`src/rtl/toe_seq_pkg.sv`:
```
package toe_seq_pkg;
  localparam int ADDR_W = 4;
  localparam int DATA_W = 32;

  localparam logic [ADDR_W-1:0] A_RST = 4'd0;
  localparam logic [ADDR_W-1:0] A_CMD = 4'd1;
  localparam logic [ADDR_W-1:0] A_SML = 4'd2;
  localparam logic [ADDR_W-1:0] A_SMH = 4'd3;
  localparam logic [ADDR_W-1:0] A_DIP = 4'd4;
  localparam logic [ADDR_W-1:0] A_SIP = 4'd5;
  localparam logic [ADDR_W-1:0] A_DPN = 4'd6;
  localparam logic [ADDR_W-1:0] A_SPN = 4'd7;
  localparam logic [ADDR_W-1:0] A_TDL = 4'd8;
  localparam logic [ADDR_W-1:0] A_PKL = 4'd9;

  localparam logic [DATA_W-1:0] CMD_SEND  = 32'd0;
  localparam logic [DATA_W-1:0] CMD_CLOSE = 32'd3;

  localparam int CFG_WRITES = 8;

  typedef enum logic [3:0] {
    ST_IDLE,
    ST_CFG,
    ST_REL,
    ST_POLL,
    ST_OPEN,
    ST_TDL,
    ST_PKL,
    ST_SEND,
    ST_CLOSE,
    ST_RXWAIT
  } seq_state_t;

  typedef struct packed {
    logic [ADDR_W-1:0] addr;
    logic [DATA_W-1:0] data;
  } wr_op_t;
endpackage

```
`src/rtl/toe_start_filter.sv`:
```
module toe_start_filter #(
  parameter int DEB_CYCLES = 1 << 20,
  localparam int CNT_W = (DEB_CYCLES > 1) ? $clog2(DEB_CYCLES) : 1
) (
  input  logic clk,
  input  logic rst,
  input  logic raw_in,
  output logic start_pulse
);
  logic [1:0]       sync_q;
  logic             level_q;
  logic [CNT_W-1:0] cnt_q;

  always_ff @(posedge clk) begin
    if (rst) begin
      sync_q      <= '0;
      level_q     <= 1'b0;
      cnt_q       <= '0;
      start_pulse <= 1'b0;
    end else begin
      sync_q      <= {sync_q[0], raw_in};
      start_pulse <= 1'b0;
      if (sync_q[1] == level_q) begin
        cnt_q <= '0;
      end else if (cnt_q == CNT_W'(DEB_CYCLES - 1)) begin
        cnt_q       <= '0;
        level_q     <= sync_q[1];
        start_pulse <= sync_q[1];
      end else begin
        cnt_q <= cnt_q + 1'b1;
      end
    end
  end
endmodule

```
`src/rtl/toe_cfg_table.sv`:
```
module toe_cfg_table
  import toe_seq_pkg::*;
#(
  parameter logic [47:0] LOCAL_MAC  = 48'h00_01_02_03_04_05,
  parameter logic [31:0] LOCAL_IP   = 32'hC0A8_0B2A,
  parameter logic [15:0] LOCAL_PORT = 16'd4000,
  parameter logic [31:0] REMOTE_IP  = 32'hC0A8_0B19,
  localparam int IDX_W = $clog2(CFG_WRITES)
) (
  input  logic [IDX_W-1:0] idx,
  output wr_op_t           op
);
  wr_op_t table_q [CFG_WRITES];

  always_comb begin
    table_q[0] = '{addr: A_RST, data: 32'd1};
    table_q[1] = '{addr: A_SML, data: LOCAL_MAC[31:0]};
    table_q[2] = '{addr: A_SMH, data: {16'd0, LOCAL_MAC[47:32]}};
    table_q[3] = '{addr: A_SIP, data: LOCAL_IP};
    table_q[4] = '{addr: A_DIP, data: REMOTE_IP};
    table_q[5] = '{addr: A_SPN, data: {16'd0, LOCAL_PORT}};
    table_q[6] = '{addr: A_DPN, data: 32'd0};
    table_q[7] = '{addr: A_TDL, data: 32'd0};
    op = table_q[idx];
  end
endmodule

```
`src/rtl/toe_busy_wait.sv`:
```
module toe_busy_wait #(
  parameter int SKIP = 2,
  localparam int CW = $clog2(SKIP + 1)
) (
  input  logic clk,
  input  logic rst,
  input  logic active,
  input  logic busy_bit,
  output logic done
);
  logic [CW-1:0] age_q;

  always_ff @(posedge clk) begin
    if (rst || !active) begin
      age_q <= '0;
    end else if (age_q != CW'(SKIP)) begin
      age_q <= age_q + 1'b1;
    end
  end

  assign done = active && (age_q == CW'(SKIP)) && !busy_bit;
endmodule

```
`src/rtl/toe_ctrl_seq.sv`:
```
module toe_ctrl_seq
  import toe_seq_pkg::*;
#(
  parameter int          DEB_CYCLES = 1 << 20,
  parameter int          PKT_W      = 16,
  parameter logic [47:0] LOCAL_MAC  = 48'h00_01_02_03_04_05,
  parameter logic [31:0] LOCAL_IP   = 32'hC0A8_0B2A,
  parameter logic [15:0] LOCAL_PORT = 16'd4000,
  parameter logic [31:0] REMOTE_IP  = 32'hC0A8_0B19,
  localparam int IDX_W = $clog2(CFG_WRITES)
) (
  input  logic              clk,
  input  logic              rst,
  input  logic              start_sw,
  input  logic              mode_rx,
  input  logic              conn_on,
  input  logic [31:0]       tx_total_len,
  input  logic [PKT_W-1:0]  tx_pkt_len,
  output logic [ADDR_W-1:0] reg_addr,
  output logic              reg_wr_en,
  output logic [DATA_W-1:0] reg_wr_data,
  input  logic [DATA_W-1:0] reg_rd_data
);
  seq_state_t       state_q;
  seq_state_t       ret_q;
  logic [IDX_W-1:0] idx_q;
  logic             start_pulse;
  logic             poll_done;
  wr_op_t           cfg_op;

  toe_start_filter #(.DEB_CYCLES(DEB_CYCLES)) u_start (
    .clk(clk), .rst(rst), .raw_in(start_sw), .start_pulse(start_pulse)
  );

  toe_cfg_table #(
    .LOCAL_MAC(LOCAL_MAC), .LOCAL_IP(LOCAL_IP),
    .LOCAL_PORT(LOCAL_PORT), .REMOTE_IP(REMOTE_IP)
  ) u_cfg (
    .idx(idx_q), .op(cfg_op)
  );

  toe_busy_wait #(.SKIP(2)) u_poll (
    .clk(clk), .rst(rst), .active(state_q == ST_POLL),
    .busy_bit(reg_rd_data[0]), .done(poll_done)
  );

  always_ff @(posedge clk) begin
    if (rst) begin
      state_q     <= ST_IDLE;
      ret_q       <= ST_OPEN;
      idx_q       <= '0;
      reg_addr    <= '0;
      reg_wr_en   <= 1'b0;
      reg_wr_data <= '0;
    end else begin
      reg_wr_en <= 1'b0;
      unique case (state_q)
        ST_IDLE: begin
          idx_q <= '0;
          if (start_pulse) state_q <= ST_CFG;
        end
        ST_CFG: begin
          reg_wr_en   <= 1'b1;
          reg_addr    <= cfg_op.addr;
          reg_wr_data <= cfg_op.data;
          if (idx_q == IDX_W'(CFG_WRITES - 1)) state_q <= ST_REL;
          else idx_q <= idx_q + 1'b1;
        end
        ST_REL: begin
          reg_wr_en   <= 1'b1;
          reg_addr    <= A_RST;
          reg_wr_data <= '0;
          ret_q       <= ST_OPEN;
          state_q     <= ST_POLL;
        end
        ST_POLL: begin
          reg_addr <= A_CMD;
          if (poll_done) state_q <= ret_q;
        end
        ST_OPEN: begin
          if (conn_on) state_q <= mode_rx ? ST_RXWAIT : ST_TDL;
        end
        ST_TDL: begin
          reg_wr_en   <= 1'b1;
          reg_addr    <= A_TDL;
          reg_wr_data <= tx_total_len;
          state_q     <= ST_PKL;
        end
        ST_PKL: begin
          reg_wr_en   <= 1'b1;
          reg_addr    <= A_PKL;
          reg_wr_data <= DATA_W'(tx_pkt_len);
          state_q     <= ST_SEND;
        end
        ST_SEND: begin
          reg_wr_en   <= 1'b1;
          reg_addr    <= A_CMD;
          reg_wr_data <= CMD_SEND;
          ret_q       <= ST_CLOSE;
          state_q     <= ST_POLL;
        end
        ST_CLOSE: begin
          reg_wr_en   <= 1'b1;
          reg_addr    <= A_CMD;
          reg_wr_data <= CMD_CLOSE;
          ret_q       <= ST_OPEN;
          state_q     <= ST_POLL;
        end
        ST_RXWAIT: begin
          if (!conn_on) state_q <= ST_OPEN;
        end
        default: state_q <= ST_IDLE;
      endcase
    end
  end
endmodule

```
`config.mk`:
```
export PLATFORM = sky130hd
export DESIGN_NAME = toe_ctrl_seq
export DESIGN_NICKNAME = d
export VERILOG_FILES = /design/src/rtl/toe_seq_pkg.sv /design/src/rtl/toe_start_filter.sv /design/src/rtl/toe_cfg_table.sv /design/src/rtl/toe_busy_wait.sv /design/src/rtl/toe_ctrl_seq.sv
export SDC_FILE = /design/constraint.sdc
export NUM_CORES = 1
export LEC_CHECK = 0
export ABC_AREA = 0
export BUFFER_PORTS_ARGS = -buffer_cell sky130_fd_sc_hd__buf_2
export CORE_MARGIN = 1
export CORE_UTILIZATION = 45
export DETAILED_ROUTE_END_ITERATION = 16
export PLACE_DENSITY = 0.74
export SLEW_MARGIN = 20
export SYNTH_ARGS = -nofsm -noshare
export SYNTH_HDL_FRONTEND = slang
export SYNTH_SLANG_ARGS = --single-unit
export TNS_END_PERCENT = 10
```
`constraint.sdc`:
```
create_clock -name clk -period 2.8 [get_ports clk]
set_input_delay 0 -clock clk [delete_from_list [all_inputs] [get_ports clk]]
set_output_delay 0 -clock clk [all_outputs]
set_load 0.05 [all_outputs]
```
==> flow_summary_export.csv <==
group,metric,value,unit
sta,worst_slew_pin_slew,0.7342,ns
routing,post-route-drc-count,0,
critical_path,worst-r2r-cell-count,5,
logic_synthesis,compound_cell_area_share_of_the_yosys_netlist,18.59,%
critical_path,r2r_setup_slack,0.15,ns
floorplan,fp.dieH,87.34,um
pwr,comb_power_share,5.0,%
routing,number_of_drc_violations_after_detailed_routing_iteration_0,230,
final_layout,area_growth_syn_to_fin,31.96,%
routing,antenna_left,0,
floorplan,floorplan.die_area,0.007627,mm2
global_routing,grt_first_pass_wirelength,14.28,mm
final_layout,postLayoutCoreUtil,62.61,%
routing,wl_final,8.797,mm
clocking,post-cts-setup-buffers,0,
logic_synthesis,mappedNetlistArea,0.003277,mm2
sta,grt_setup_unrepaired,"no",
clocking,clock_path_buffers,2,
global_routing,number_of_antenna_violations_at_the_first_check_in_global_routing,0,
sta,layout_worst_path_cycle_share,94.77,%
pwr,leakagePower,1.741,nW
critical_path,timing.critical_path.required,3.02,ns
logic_synthesis,synth_edf_count,0,
critical_path,crit_type,"flip-flop to flip-flop",
critical_path,cp_slowest_stage_delay,0.68,ns
pwr,vdd_drop_max,0.3170,mV
critical_path,critical-path-top-delay-family,"compound AO/OA/AOI/OAI gates",
global_routing,grt_max_degree,32,
worst_hold_path,worstHoldEndpoint,"reg_wr_data[4]",
critical_path,regToRegEndpoint,"reg_wr_data[7]",
clocking,clock_latency_late_sink,0.34,ns
pwr,netSwitchingFraction,23.35,%
critical_path,crit_buf_inv,1,
floorplan,pin_count,122,
global_routing,overall_routing_resource_usage,24.20,%
critical_path,crit_fanout,24,
clocking,cts_root_buffer,"sky130_fd_sc_hd__clkbuf_8",
routing,vias_per_cell,5.266,
sta,timing.final.hold_violations,0,
critical_path,arrival,2.88,ns
critical_path,timing.rr.start,"state_q[0]",
floorplan,floorplan.initialDensity,47.45,%
logic_synthesis,synth.yosys.seq_area_share,43.99,%
logic_synthesis,synth.yosys.warnings,0,
logic_synthesis,synth-xor-area-share,5.078,%
pwr,p_int,1.403,mW
critical_path,worst_path_max_delay_cell,"sky130_fd_sc_hd__or4b_4",
routing,drt_first_pass_iters,5,
pwr,finalPower,1.830,mW
floorplan,cell_rows,30,
logic_synthesis,synth_top_family_by_area,"simple AND/OR/NAND/NOR gates",
worst_hold_path,timing.hold.worst_path_depth,4,
sta,tns,0,ns
routing,vias,3186,
sta,timing.clock.skew,0.006931,ns
logic_synthesis,post_synth_mux_area_share,1.222,%
floorplan,chipWidth,87.34,um
sta,timing.fmax,0.3768,GHz
sta,max_slew_margin,50.99,%
place,port_buffers,90,
final_layout,num_antenna_cells,0,
logic_synthesis,synth_fp_nets,477,
pwr,clk_network_pwr_share,39.0,%
logic_synthesis,syn_area_per_cell,8.534,um2
critical_path,crit_path_start_kind,"flip-flop",
clocking,clock_sink_count,72,
critical_path,cp_cell_sequence,"or4b_4, o21a_4, a222oi_1, dlygate4sd3_1, a21oi_1",
final_layout,fillerInstances,588,
final_layout,fraction_of_layout_cells_with_a_size_suffix_above_1,23.97,%
final_layout,finalNetCount,597,
logic_synthesis,synth_top_flop_cell,"sky130_fd_sc_hd__dfxtp_1",
place,finalWeightedCongestion,0.8494,
sta,setup_viol,0,
place,dp_hpwl,5.593,mm
global_routing,globalRoute.totalOverflow,0,
worst_hold_path,hp-class,"input pin to flip-flop",
floorplan,coreArea,0.006907,mm2
logic_synthesis,yosys.cell_types.count,50,
clocking,ctsHtreeMaxLevel,3,
routing,drt-wirelength-per-cell,14.54,um
sta,final-max-slew-violation-count,0,
worst_hold_path,hp-start,"tx_pkt_len[4]",
logic_synthesis,ys_seq_elements,72,
logic_synthesis,synth-simple-area-share,22.72,%
clocking,clk_pin_slew,0.07,ns
outcome,run_status,"complete, no violations",
logic_synthesis,synth_fa_ha_area_share,3.055,%
sta,layout_min_cycle_time,2.654,ns
clocking,cts_made_buffers,9,
global_routing,first_global_vias,3081,
logic_synthesis,post_synth_inst_count,384,
logic_synthesis,synth-async-reset-ratio,0,%
pwr,seq_power_share,56.0,%
clocking,cts_tree,"yes",
flow_run,maxCapViolCount,0,
pwr,netSwitchingPower,0.4274,mW
critical_path,timing.critical_path.from,"state_q[0]",
critical_path,endpoint_type_of_the_worst_setup_path,"flip-flop",
pwr,powerDensity,423.3,mW/mm2
registers in the layout (all words and copies together), names as in the netlist:
register             cells
u_start.start_pulse      1
ret_q                    2
u_start.cnt_q           20
reg_wr_en                1
u_start.level_q          1
reg_addr                 4
state_q                  4
u_start.sync_q           2
u_poll.age_q             2
idx_q                    3
reg_wr_data             32
stage by stage:
stage	worst slack [ns]	cell area [um2]	hold slack (ns)	cells
global route	0.005487	4324	0.02221	605
detailed placement	0.5374	3757	0.2400	550
floorplan	0.8290	3277	0.1282	384
global placement	0.6574	3757	0.2305	550
finish	0.1463	4324	0.01492	605
CTS	0.1257	4319	0.003936	605
what timing repair did:
item | 4_1_cts | 5_1_grt
endpoints found under the setup margin | 0 | 10
endpoints found under the hold margin | 29 | 0
hold buffers | 39 | 0
gates resized for setup | 0 | 3
layer usage:
layer | global-route usage, % | routed length (um) | share of wire [%] | vias up
li1 | - | - | - | 1597
met1 | 31.02 | 3950 | 45 | 1463
met2 | 38.78 | 4145 | 47 | 107
met3 | 6.445 | 492 | 5.6 | 19
met4 | 9.389 | 210 | 2.4 | 0
met5 | 0 | 0 | 0 | -
logic make-up (layout without fill, tap and decap cells):
family          after synthesis  after routing
mux                           4              4
buf+inv                      36            161
xor+xnor                     19             19
simple gates                156            156
flops                        72             72
fa+ha+maj                     8              8
compound gates               89             89
synthesized netlist by cell type (all sizes together), types with 2 or more instances:
| cell type | count | area (um2) |
|---|---|---|
| or2 | 2 | 12.52 |
| nand4 | 2 | 12.51 |
| xor2 | 12 | 105.1 |
| a211oi | 5 | 37.54 |
| nand3b | 2 | 15.01 |
| a22oi | 8 | 60.06 |
| and4 | 2 | 17.52 |
| nor4 | 3 | 33.78 |
| a31oi | 3 | 18.77 |
| inv | 10 | 37.54 |
| a21oi | 29 | 145.1 |
| or3 | 2 | 12.51 |
| nor2b | 5 | 31.28 |
| ha | 8 | 100.1 |
| buf | 11 | 81.32 |
| a2bb2o | 2 | 20.02 |
| and3 | 7 | 43.79 |
| dfxtp | 72 | 1441 |
| nand2b | 7 | 43.79 |
| nor3 | 13 | 70.07 |
| a222oi | 11 | 110.1 |
| o21ai | 16 | 83.83 |
| o211ai | 2 | 15.01 |
| xnor2 | 7 | 61.31 |
| clkbuf | 15 | 56.30 |
| nand3 | 12 | 60.06 |
| mux2i | 4 | 40.04 |
| a221oi | 3 | 26.28 |
| nor2 | 73 | 276.5 |
| nand2 | 23 | 86.33 |
cell type report:
| cell class | count | area [um2] | share of cell area [%] |
|---|---|---|---|
| Tap cell | 96 | 120.1 | 2.778 |
| Inverter | 10 | 37.54 | 0.8681 |
| Sequential cell | 72 | 1444 | 33.39 |
| Clock inverter | 6 | 43.79 | 1.013 |
| Multi-Input combinational cell | 276 | 1665 | 38.51 |
| Clock buffer | 10 | 127.6 | 2.951 |
| Timing Repair Buffer | 135 | 885.9 | 20.49 |
how the worst max path moves through the flow:
| stage | cells after the start | endpoint | slack, ns |
|---|---|---|---|
| 2_1_floorplan | 7 | state_q[0] | 0.83 |
| 3_3_place_gp | 4 | reg_wr_data[10] | 0.66 |
| 3_5_place_dp | 4 | reg_wr_data[10] | 0.54 |
| 4_1_cts | 5 | reg_wr_data[3] | 0.13 |
| 5_1_grt | 6 | reg_wr_data[9] | 0.005 |
| 6_report | 5 | reg_wr_data[7] | 0.15 |
power by group through the flow:
stage                     sequential (mW)  combinational (mW)  clock (mW)
after detailed placement             1.05              0.0570           0
final                                1.03              0.0907       0.714
after CTS                            1.03              0.0884       0.727
after global routing                 1.03              0.0985       0.780
after floorplan                      1.05              0.0167           0
after global placement               1.05              0.0560           0
tightest hold or removal path, cell delays in order:
cell                       delay [ns]
sky130_fd_sc_hd__buf_2           0.08
sky130_fd_sc_hd__a2bb2o_1        0.12
sky130_fd_sc_hd__a221oi_1        0.05
sky130_fd_sc_hd__nor2_1          0.07
placed cells by master, fill, tap and decap left out, drive strengths merged, types with 5 or more instances in the layout:
cell type	netlist	final
nor2b	5	5
xor2	12	12
o21ai	16	16
buf	11	96
a211oi	5	5
dfxtp	72	72
clkbuf	15	10
nand2b	7	7
nor3	13	13
nand2	23	23
and3	7	7
ha	8	8
nand3	12	12
xnor2	7	7
a222oi	11	11
inv	10	11
dlygate4sd3	0	39
nor2	73	73
a22oi	8	8
a21oi	29	29
(Power assumes the default switching activity.)
